## src/rtl/cbank_pkg.sv

```systemverilog
package cbank_pkg;

    typedef enum logic [1:0] {
        INJ_IDLE = 2'd0,
        INJ_FIRE = 2'd1,
        INJ_HELD = 2'd2
    } inj_state_t;

    typedef enum logic [2:0] {
        OFF_CTRL    = 3'd0,
        OFF_FLAG_HI = 3'd1,
        OFF_FLAG_LO = 3'd2,
        OFF_MASK_HI = 3'd3,
        OFF_MASK_LO = 3'd4,
        OFF_CNT_PAR = 3'd5,
        OFF_CNT_LOF = 3'd6,
        OFF_CNT_FRM = 3'd7
    } reg_off_t;

    localparam int NUM_CNT     = 3;
    localparam int REG_PER_CH  = 8;
    localparam int NUM_INJ     = 2;

endpackage

```

## src/rtl/cbank_sat_counter.sv

```systemverilog
module cbank_sat_counter #(
    parameter int CNT_W = 7
) (
    input  logic           clk,
    input  logic           rst_n,
    input  logic           evt,
    input  logic           clr,
    output logic [CNT_W:0] value
);
    localparam logic [CNT_W-1:0] CNT_MAX = {CNT_W{1'b1}};

    logic [CNT_W-1:0] cnt_q;
    logic             ovf_q;

    always_ff @(posedge clk or negedge rst_n) begin
        if (!rst_n) begin
            cnt_q <= '0;
            ovf_q <= 1'b0;
        end else if (clr) begin
            // a read restarts the count; a coincident event is kept
            cnt_q <= evt ? CNT_W'(1) : '0;
            ovf_q <= 1'b0;
        end else if (evt) begin
            if (cnt_q == CNT_MAX) begin
                ovf_q <= 1'b1;
            end else begin
                cnt_q <= cnt_q + CNT_W'(1);
            end
        end
    end

    assign value = {ovf_q, cnt_q};

endmodule

```

## src/rtl/cbank_inject_fsm.sv

```systemverilog
module cbank_inject_fsm
    import cbank_pkg::*;
(
    input  logic clk,
    input  logic rst_n,
    input  logic wr_hit,
    input  logic wr_bit,
    output logic pulse,
    output logic armed
);
    inj_state_t state_q, state_d;

    always_ff @(posedge clk or negedge rst_n) begin
        if (!rst_n) begin
            state_q <= INJ_IDLE;
        end else begin
            state_q <= state_d;
        end
    end

    always_comb begin
        state_d = state_q;
        unique case (state_q)
            INJ_IDLE: if (wr_hit && wr_bit) state_d = INJ_FIRE;
            INJ_FIRE: state_d = (wr_hit && !wr_bit) ? INJ_IDLE : INJ_HELD;
            INJ_HELD: if (wr_hit && !wr_bit) state_d = INJ_IDLE;
            default:  state_d = INJ_IDLE;
        endcase
    end

    always_comb begin
        pulse = 1'b0;
        armed = 1'b0;
        unique case (state_q)
            INJ_IDLE: begin pulse = 1'b0; armed = 1'b0; end
            INJ_FIRE: begin pulse = 1'b1; armed = 1'b1; end
            INJ_HELD: begin pulse = 1'b0; armed = 1'b1; end
            default:  begin pulse = 1'b0; armed = 1'b0; end
        endcase
    end

endmodule

```

## src/rtl/cbank_channel.sv

```systemverilog
module cbank_channel
    import cbank_pkg::*;
#(
    parameter int CNT_W  = 7,
    parameter int FLAG_N = 12
) (
    input  logic              clk,
    input  logic              rst_n,
    input  logic              wr_hit,
    input  logic              rd_hit,
    input  logic [2:0]        off,
    input  logic [CNT_W:0]    wdata,
    input  logic              par_evt,
    input  logic              lof_evt,
    input  logic              frm_evt,
    input  logic [FLAG_N-1:0] es_ovf,
    output logic [CNT_W:0]    rd_val,
    output logic              frm_inj,
    output logic              par_inj,
    output logic              alarm
);
    localparam int DATA_W = CNT_W + 1;
    localparam int LO_W   = DATA_W;
    localparam int HI_W   = FLAG_N - LO_W;

    reg_off_t roff;
    assign roff = reg_off_t'(off);

    // event counters: index 0 parity, 1 loss-of-frame, 2 framing
    logic [NUM_CNT-1:0] cnt_evt;
    logic [DATA_W-1:0]  cnt_val [NUM_CNT];
    assign cnt_evt = {frm_evt, lof_evt, par_evt};

    for (genvar k = 0; k < NUM_CNT; k++) begin : g_cnt
        logic clr_k;
        assign clr_k = rd_hit && (off == 3'(int'(OFF_CNT_PAR) + k));
        cbank_sat_counter #(.CNT_W(CNT_W)) u_cnt (
            .clk   (clk),
            .rst_n (rst_n),
            .evt   (cnt_evt[k]),
            .clr   (clr_k),
            .value (cnt_val[k])
        );
    end

    // sticky overflow flags and their enables
    logic [FLAG_N-1:0] flags_q, mask_q, flag_clr;
    assign flag_clr = {{HI_W{rd_hit && roff == OFF_FLAG_HI}},
                       {LO_W{rd_hit && roff == OFF_FLAG_LO}}};

    always_ff @(posedge clk or negedge rst_n) begin
        if (!rst_n) begin
            flags_q <= '0;
        end else begin
            flags_q <= (flags_q & ~flag_clr) | es_ovf;
        end
    end

    always_ff @(posedge clk or negedge rst_n) begin
        if (!rst_n) begin
            mask_q <= '0;
        end else if (wr_hit && roff == OFF_MASK_HI) begin
            mask_q[FLAG_N-1:LO_W] <= wdata[HI_W-1:0];
        end else if (wr_hit && roff == OFF_MASK_LO) begin
            mask_q[LO_W-1:0] <= wdata;
        end
    end

    assign alarm = |(flags_q & mask_q);

    // injection controls: bit 0 framing, bit 1 parity
    logic [NUM_INJ-1:0] inj_pulse, inj_armed;
    for (genvar b = 0; b < NUM_INJ; b++) begin : g_inj
        cbank_inject_fsm u_fsm (
            .clk    (clk),
            .rst_n  (rst_n),
            .wr_hit (wr_hit && roff == OFF_CTRL),
            .wr_bit (wdata[b]),
            .pulse  (inj_pulse[b]),
            .armed  (inj_armed[b])
        );
    end
    assign frm_inj = inj_pulse[0];
    assign par_inj = inj_pulse[1];

    always_comb begin
        rd_val = '0;
        unique case (roff)
            OFF_CTRL:    rd_val = {{(DATA_W-NUM_INJ){1'b0}}, inj_armed};
            OFF_FLAG_HI: rd_val = {{(DATA_W-HI_W){1'b0}}, flags_q[FLAG_N-1:LO_W]};
            OFF_FLAG_LO: rd_val = flags_q[LO_W-1:0];
            OFF_MASK_HI: rd_val = {{(DATA_W-HI_W){1'b0}}, mask_q[FLAG_N-1:LO_W]};
            OFF_MASK_LO: rd_val = mask_q[LO_W-1:0];
            OFF_CNT_PAR: rd_val = cnt_val[0];
            OFF_CNT_LOF: rd_val = cnt_val[1];
            OFF_CNT_FRM: rd_val = cnt_val[2];
            default:     rd_val = '0;
        endcase
    end

endmodule

```

## src/rtl/cbank_status_regs.sv

```systemverilog
module cbank_status_regs
    import cbank_pkg::*;
#(
    parameter int NUM_CH    = 4,
    parameter int CNT_W     = 7,
    parameter int FLAG_N    = 12,
    parameter int ADDR_W    = 8,
    parameter int CH_BASE   = 32,
    parameter int CH_STRIDE = 16
) (
    input  logic                     clk,
    input  logic                     rst_n,
    input  logic [ADDR_W-1:0]        addr,
    input  logic                     rd_en,
    input  logic                     wr_en,
    input  logic [CNT_W:0]           wr_data,
    output logic [CNT_W:0]           rd_data,
    input  logic [NUM_CH-1:0]        par_evt,
    input  logic [NUM_CH-1:0]        lof_evt,
    input  logic [NUM_CH-1:0]        frm_evt,
    input  logic [NUM_CH*FLAG_N-1:0] es_ovf,
    output logic [NUM_CH-1:0]        frm_inj,
    output logic [NUM_CH-1:0]        par_inj,
    output logic                     alarm_any
);
    localparam int DATA_W = CNT_W + 1;
    localparam int OFF_W  = $clog2(CH_STRIDE);
    localparam int SEL_W  = ADDR_W - OFF_W;
    localparam logic [ADDR_W-1:0] BASE_A = ADDR_W'(CH_BASE);
    localparam logic [ADDR_W:0]   END_X  = (ADDR_W+1)'(CH_BASE + NUM_CH*CH_STRIDE);

    logic [ADDR_W-1:0] rel;
    logic              in_win, off_ok;
    logic [NUM_CH-1:0] sel;
    logic [DATA_W-1:0] ch_val [NUM_CH];
    logic [NUM_CH-1:0] ch_alarm;
    logic [DATA_W-1:0] mux_val;

    assign rel    = addr - BASE_A;
    assign in_win = ({1'b0, addr} >= {1'b0, BASE_A}) && ({1'b0, addr} < END_X);
    assign off_ok = rel[OFF_W-1:0] < OFF_W'(REG_PER_CH);

    for (genvar c = 0; c < NUM_CH; c++) begin : g_ch
        assign sel[c] = in_win && off_ok && (rel[ADDR_W-1:OFF_W] == SEL_W'(c));

        cbank_channel #(.CNT_W(CNT_W), .FLAG_N(FLAG_N)) u_ch (
            .clk     (clk),
            .rst_n   (rst_n),
            .wr_hit  (wr_en && sel[c]),
            .rd_hit  (rd_en && sel[c]),
            .off     (rel[2:0]),
            .wdata   (wr_data),
            .par_evt (par_evt[c]),
            .lof_evt (lof_evt[c]),
            .frm_evt (frm_evt[c]),
            .es_ovf  (es_ovf[c*FLAG_N +: FLAG_N]),
            .rd_val  (ch_val[c]),
            .frm_inj (frm_inj[c]),
            .par_inj (par_inj[c]),
            .alarm   (ch_alarm[c])
        );
    end

    always_comb begin
        mux_val = '0;
        for (int c = 0; c < NUM_CH; c++) begin
            if (sel[c]) mux_val = mux_val | ch_val[c];
        end
    end

    always_ff @(posedge clk or negedge rst_n) begin
        if (!rst_n) begin
            rd_data <= '0;
        end else if (rd_en) begin
            rd_data <= mux_val;
        end
    end

    assign alarm_any = |ch_alarm;

endmodule

```

## config.mk

```make
export PLATFORM = sky130hd
export DESIGN_NAME = cbank_status_regs
export DESIGN_NICKNAME = d
export VERILOG_FILES = /design/src/rtl/cbank_pkg.sv /design/src/rtl/cbank_sat_counter.sv /design/src/rtl/cbank_inject_fsm.sv /design/src/rtl/cbank_channel.sv /design/src/rtl/cbank_status_regs.sv
export SDC_FILE = /design/constraint.sdc
export NUM_CORES = 1
export LEC_CHECK = 0
export CORE_ASPECT_RATIO = 1.75
export CORE_MARGIN = 1
export CORE_UTILIZATION = 55
export CTS_CLUSTER_DIAMETER = 30
export DETAILED_ROUTE_END_ITERATION = 10
export DONT_BUFFER_PORTS = 1
export PLACE_DENSITY = 0.74
export REMOVE_ABC_BUFFERS = 1
export SYNTH_ARGS = -nofsm -noshare
export SYNTH_HDL_FRONTEND = slang
export SYNTH_SLANG_ARGS = --single-unit
```

## constraint.sdc

```tcl
create_clock -name clk -period 2.35 [get_ports clk]
set_input_delay 0.47 -clock clk [delete_from_list [all_inputs] [get_ports clk]]
set_output_delay 0.47 -clock clk [all_outputs]
set_load 0.05 [all_outputs]
```

==> out/results.txt, run 1 <==
Post-Syn Instances: 1122
status: finished, violations left
first-pass GRT wire length: 55.8 mm
YS warnings: 0
failing checks: design-rule violations, negative hold slack, negative setup slack
largest net degree at the start of global routing: 217
WL/cell: 24.5 µm
Worst setup SP type: flop
Post-synth EDFFs: 0
Synth Area per Inst: 10.4 µm²
Worst Tran Pin Value: 1110 ps
Slew HR: 26.0%
CP arrival: 2310 ps
final hold slack: -322 ps
crit path cell chain: a22o_1 > a221oi_2 > nand4_1 > or4_4 > buf_8
Util after Layout: 64.8%
Yosys top cell area share: 46.3%
gr usage total: 33.9%
Clock Path Buffers: 3
worst hold path type: in2async
sequential area share after synthesis: 46.3%
cell taking the most area after synthesis: dfrtp_1
Most used DFF post-synth: dfrtp_1
final count of hold timing violations: 216
Slew Viols, Final: 0
Clock Power Share: 37.9%
average via count per standard cell: 6.54
die width: 112 µm
top cells by area, synth: dfrtp_1 46%, mux2_2 5.2%, mux2i_1 4.2%
Netlist cell types: 65
minimum clock period after layout: 2780 ps
Post-synth ARST share: 100%
dpl cell area: 0.0123 mm²
DRT iter0 DRCs: 840
TritonCTS clock tree: built
Leak: 5.78 nW
Final #Nets: 1303
I/O pin count: 97
Syn Std Cell Area: 0.0117 mm²
Initial Util: 55.9%
switching portion of total power: 32.6%
flop2flop setup slack: 230 ps
Setup WS post-layout: -434 ps
Die ar.: 0.0218 mm²
PortBufs: 0
most frequent cells in the layout: 216 x dfrtp_1, 122 x nor2_1, 72 x nand2_1
Clock Skew: 28.8 ps
clk_lat worst skew: 520 ps
CP Buf/Inv Count: 1
Setup WS pre-CTS: -131 ps
area of the multi-input gates: 0.00593 mm²
via count of the first global-routing pass: 9869
Fmax: 0.359 GHz
share of layout cells above drive strength 1: 18.5%
worst stage delay on the critical path: 580 ps
final instance area: 0.0135 mm²
Fillers: 1655
register area: 0.00541 mm²
cells on worst reg2reg path: 7
synth-to-layout area growth: 15.7%
slowest stage cell, crit path: or4_4
Max Cap Viol: 0
root buf cell: clkbuf_16
Worst Setup End Kind: output pin
clock-pin slew on the worst setup and hold paths: 60 ps
critical path's top delay family: simple AND/OR/NAND/NOR gates
standard-cell row count: 70
Remaining Overflow, GRT: 0
Critical R2R Capture: rd_data[1]
DP HPWL: 25.8 mm
Peak VDD IR: 625 µV
Ant. Diodes: 0
commonest non-fill, non-tap cell in the layout: dfrtp_1
drc violations: 8
initial antenna violation count: 0
RSZ-0062 raised after global routing: yes
drt total wl: 35.7 mm
NetSw: 4.31 mW
Comb pwr share: 21.0%
H-Tree Depth: 2
core box area: 0.0208 mm²
Pwr Total: 13.2 mW
Final setup viols: 1
DR pass1 iterations: 8
final critical-path share of the clock period: 118%
worst r2r src: g_ch[3].u_ch.g_inj[1].u_fsm.state_q[0]
Clock Sinks: 216
Yosys reg bits: 216
Antenna Nets Post-Route: 0
Pwr Density: 980 mW/mm²
Seq pwr share: 41.1%
Die Ht: 195 µm
Int Pwr: 8.92 mW
CTS Buf Count: 35
Worst Path Required: 1880 ps
Crit Path Class: reg2out
critical path peak fanout: 3
Placer Congestion: 1.01
vias: 9554
worst max-delay path by stage:
stage                                          to  slack (ps)                    start  depth (start not counted)
after detailed placement                alarm_any        -130  g_ch[2].u_ch.flags_q[0]                          5
after CTS                               alarm_any        -410  g_ch[0].u_ch.flags_q[3]                          6
final                                   alarm_any        -430   g_ch[0].u_ch.mask_q[2]                          5
after floorplan           g_ch[2].u_ch.mask_q[10]         -20                  addr[5]                          6
after global routing                    alarm_any        -480  g_ch[3].u_ch.flags_q[3]                          6
after global placement                  alarm_any        -170  g_ch[2].u_ch.flags_q[0]                          5
stage by stage:
step / std cells / TNS, ps
after floorplan: 1075 / -133
after global placement: 1395 / -166
after detailed placement: 1395 / -190
after CTS: 1458 / -413
after global routing: 1460 / -481
final: 1460 / -434
layout make-up:
cell class	count	share of cell area (%)
clock buffers	40	6.70
clock inverters	20	1.69
inverters	40	1.11
multi-input cells	819	43.9
flip-flops and latches	216	40.0
well taps	252	2.34
repair buffers	73	4.21
Yosys cell counts, drive strengths merged (6+ instances only):
cell type and count:
a211oi 6, a21boi 15, a21o 51, a21oi 67
a221oi 19, a22o 12, a22oi 17, a31oi 14
and3 9, buf 30, clkbuf 17, dfrtp 216
ha 38, inv 40, mux2 55, mux2i 49
mux4 14, nand2 72, nand3 26, nand4 30
nor2 128, nor3 12, nor3b 10, nor4 7
o211ai 8, o21ai 34, o22ai 23, o32ai 8
or3 10, xnor2 8, xor2 38
power groups by stage:
| stage | Sequential, mW | Clock, mW | Combinational, mW |
|---|---|---|---|
| CTS | 5.41 | 5.06 | 2.76 |
| finish | 5.43 | 5.01 | 2.77 |
| floorplan | 5.10 | 0 | 2.15 |
| global placement | 5.44 | 0 | 2.58 |
| global route | 5.52 | 5.22 | 3.09 |
| detailed placement | 5.46 | 0 | 2.70 |
sequential cells by signal, indices dropped and copies added (netlist names):
signal	cells
g_ch.u_ch.g_inj.u_fsm.state_q	16
g_ch.u_ch.flags_q	48
g_ch.u_ch.g_cnt.u_cnt.cnt_q	84
g_ch.u_ch.g_cnt.u_cnt.ovf_q	12
rd_data	8
g_ch.u_ch.mask_q	48
cells by family (layout without fill, tap and decap cells):
kind of cell | after synthesis | in the layout | synth area share [%]
AOI/OAI and AO/OA | 295 | 295 | 17.2
adders and majority gates | 38 | 38 | 4.08
muxes | 118 | 118 | 12.2
xor gates and xnor gates | 46 | 46 | 3.52
DFF | 216 | 216 | 46.3
and+or+nand+nor | 322 | 322 | 13.2
buffers and inverters | 87 | 173 | 3.43
per-layer routing:
layer	vias to the layer above	routed length (µm)	track usage, %
met5	-	0	0
met4	0	2770	23.6
met3	152	2780	6.67
met2	424	17700	57.4
met1	4710	12400	38.2
li1	4268	-	-
timing repair:
| action | in CTS | in global routing |
|---|---|---|
| pin swaps | 2 | 4 |
| hold endpoints to repair | 216 | 216 |
| setup buffers | 3 | 2 |
| gates resized for setup | 11 | 1 |
| endpoints found under the setup margin | 1 | 1 |
worst register-to-register path, cell delays in order, from the launching register on:
cell and delay [ps]:
dfrtp_1 370, inv_1 90, ha_1 300, mux4_2 460, mux2i_1 210, o211ai_1 140, a31o_2 240, a21o_1 170
No activity file was read; power rests on OpenSTA's default activity.
==> inputs of run 2 (changes only) <==
--- a/config.mk
+++ b/config.mk
@@ -6,11 +6,12 @@
 export NUM_CORES = 1
 export LEC_CHECK = 0
 export CORE_ASPECT_RATIO = 1.75
-export CORE_MARGIN = 1
 export CORE_UTILIZATION = 55
+export CTS_BUF_LIST = sky130_fd_sc_hd__clkbuf_8
 export CTS_CLUSTER_DIAMETER = 30
 export DETAILED_ROUTE_END_ITERATION = 10
 export DONT_BUFFER_PORTS = 1
+export MAX_ROUTING_LAYER = met4
 export PLACE_DENSITY = 0.74
 export REMOVE_ABC_BUFFERS = 1
 export SYNTH_ARGS = -nofsm -noshare
==> out/results.txt, run 2 (same netlist as run 1, synthesis figures left out) <==
Die Ht: 195 µm (unchanged)
root buf cell: clkbuf_8
Clock Sinks: 216 (unchanged)
Util after Layout: 64.9% (+0.19 points)
final critical-path share of the clock period: 121% (+2.1 points)
status: finished, violations left
DR pass1 iterations: 8 (unchanged)
Worst Setup End Kind: output pin
Largest register FFs: 84 (unchanged)
Worst Tran Pin Value: 633 ps (-475 ps)
Antenna Nets Post-Route: 0 (unchanged)
Worst setup SP type: flop
TritonCTS clock tree: built
Fillers: 1683 (+1.7%)
CP arrival: 2360 ps (+50 ps)
largest net degree at the start of global routing: 217 (unchanged)
met2 Resource Use GR: 60.6% (+3.2 points)
Max Cap Viol: 0 (unchanged)
failing checks: design-rule violations, negative hold slack, negative setup slack
Pwr Density: 870 mW/mm² (-11%)
final hold slack: -400 ps (-77.9 ps)
DRT iter0 DRCs: 808 (-3.8%)
initial antenna violation count: 1 (+1)
drc violations: 16 (+8)
vias: 9822 (+2.8%)
most frequent cells in the layout: 216 x dfrtp_1, 122 x nor2_1, 72 x nand2_1
Final setup viols: 1 (unchanged)
clk_lat worst skew: 570 ps (+50 ps)
core box area: 0.0208 mm² (unchanged)
commonest non-fill, non-tap cell in the layout: dfrtp_1
via count of the first global-routing pass: 10100 (+2.5%)
GR Layer Usage met1: 39.0% (+0.81 points)
die width: 112 µm (unchanged)
standard-cell row count: 70 (unchanged)
H-Tree Depth: 2 (unchanged)
drt total wl: 36.9 mm (+3.2%)
first-pass GRT wire length: 57.0 mm (+2.2%)
GR Util met3: 7.39% (+0.72 points)
Leak: 5.82 nW (+0.75%)
Crit Path Class: reg2out
GRT busiest layer: met2
PortBufs: 0 (unchanged)
Setup WS post-layout: -482 ps (-48.4 ps)
WL/cell: 24.4 µm (-0.20%)
Peak VDD IR: 799 µV (+28%)
I/O pin count: 97 (unchanged)
gr usage total: 35.8% (+1.9 points)
Initial Util: 55.9% (unchanged)
flop2flop setup slack: 290 ps (+60 ps)
Placer Congestion: 1.01 (-0.46%)
critical path peak fanout: 2 (-1)
Slew HR: 57.7% (+32 points)
minimum clock period after layout: 2830 ps (+48.4 ps)
final count of hold timing violations: 216 (unchanged)
CTS Buf Count: 38 (+8.6%)
share of layout cells above drive strength 1: 17.2% (-1.3 points)
Clock Path Buffers: 3 (unchanged)
Remaining Overflow, GRT: 0 (unchanged)
Clock Skew: 19.2 ps (-9.66 ps)
DP HPWL: 26.1 mm (+1.3%)
synth-to-layout area growth: 16.1%
Worst Path Required: 1880 ps (about the same)
Sum Neg Setup Slack: -482 ps (-48.4 ps)
Die ar.: 0.0218 mm² (unchanged)
RSZ-0062 raised after global routing: yes
biggest regs: g_ch.u_ch.g_cnt.u_cnt.cnt_q (84), g_ch.u_ch.flags_q (48), g_ch.u_ch.mask_q (48)
clock-pin slew on the worst setup and hold paths: 60 ps (about the same)
average via count per standard cell: 6.51 (-0.53%)
Final #Nets: 1351 (+3.7%)
Fmax: 0.353 GHz (-1.7%)
worst hold path type: in2async
largest reg by FF count: g_ch.u_ch.g_cnt.u_cnt.cnt_q
Slew Viols, Final: 0 (unchanged)
cells on worst reg2reg path: 7 (unchanged)
[run 2: report_power, final]
group	internal (mW)	total, mW	switching [mW]
registers	4.45	5.43	0.984
logic	1.37	2.86	1.49
clock network	1.89	3.49	1.60
[run 2: what timing repair did]
item                       CTS  global route
resized for setup            7             2
setup buffers                2             0
setup endpoints to repair    1             1
hold buffers                43             4
hold endpoints to repair   259           220
pin swaps                    1             1
[run 2: final timing paths]
path                                                              from                              endpoint
worst min-delay path                                             rst_n  g_ch[2].u_ch.g_cnt[2].u_cnt.cnt_q[2]
worst min register to register       g_ch[0].u_ch.g_cnt[0].u_cnt.ovf_q     g_ch[0].u_ch.g_cnt[0].u_cnt.ovf_q
max in group asynchronous                                        rst_n  g_ch[1].u_ch.g_cnt[0].u_cnt.cnt_q[1]
worst max-delay path                           g_ch[2].u_ch.flags_q[0]                             alarm_any
min in group clk                                            es_ovf[39]               g_ch[3].u_ch.flags_q[3]
worst max register to register  g_ch[1].u_ch.g_inj[1].u_fsm.state_q[0]                            rd_data[1]
[run 2: area by class of cell]
cell class	instances	area (µm²)	share of cell area, %
antenna	2	5.00	0.0370
tap	252	315	2.33
sequential	216	5410	39.9
clock buffer	43	592	4.37
clock inverter	19	141	1.04
timing repair buffer	118	1020	7.53
multi-input combinational	819	5910	43.7
inverter	40	150	1.11
[run 2: critical path, stage by stage, from the launching register on]
cell	delay, ps
dfrtp_1	430
a22o_1	240
a221oi_2	270
nand3_1	110
or4_4	550
buf_6	170
[run 2: stage by stage]
stage                     setup slack (ps)  total power [mW]  hold slack (ps)  instance area [µm²]  std cells
after global routing                  -525              12.4             -416                13500       1508
after CTS                             -493              11.7             -408                13500       1503
final                                 -482              11.8             -400                13500       1509
after global placement                -108              8.01              183                12300       1396
after floorplan                      -18.9              7.26              174                11400       1075
after detailed placement              -107              8.18              183                12300       1396
[run 2: routing by layer]
metal	wire [µm]	up-vias
li1	-	4340
met1	12900	4931
met2	18900	416
met3	2800	135
met4	2270	0
met5	0	-
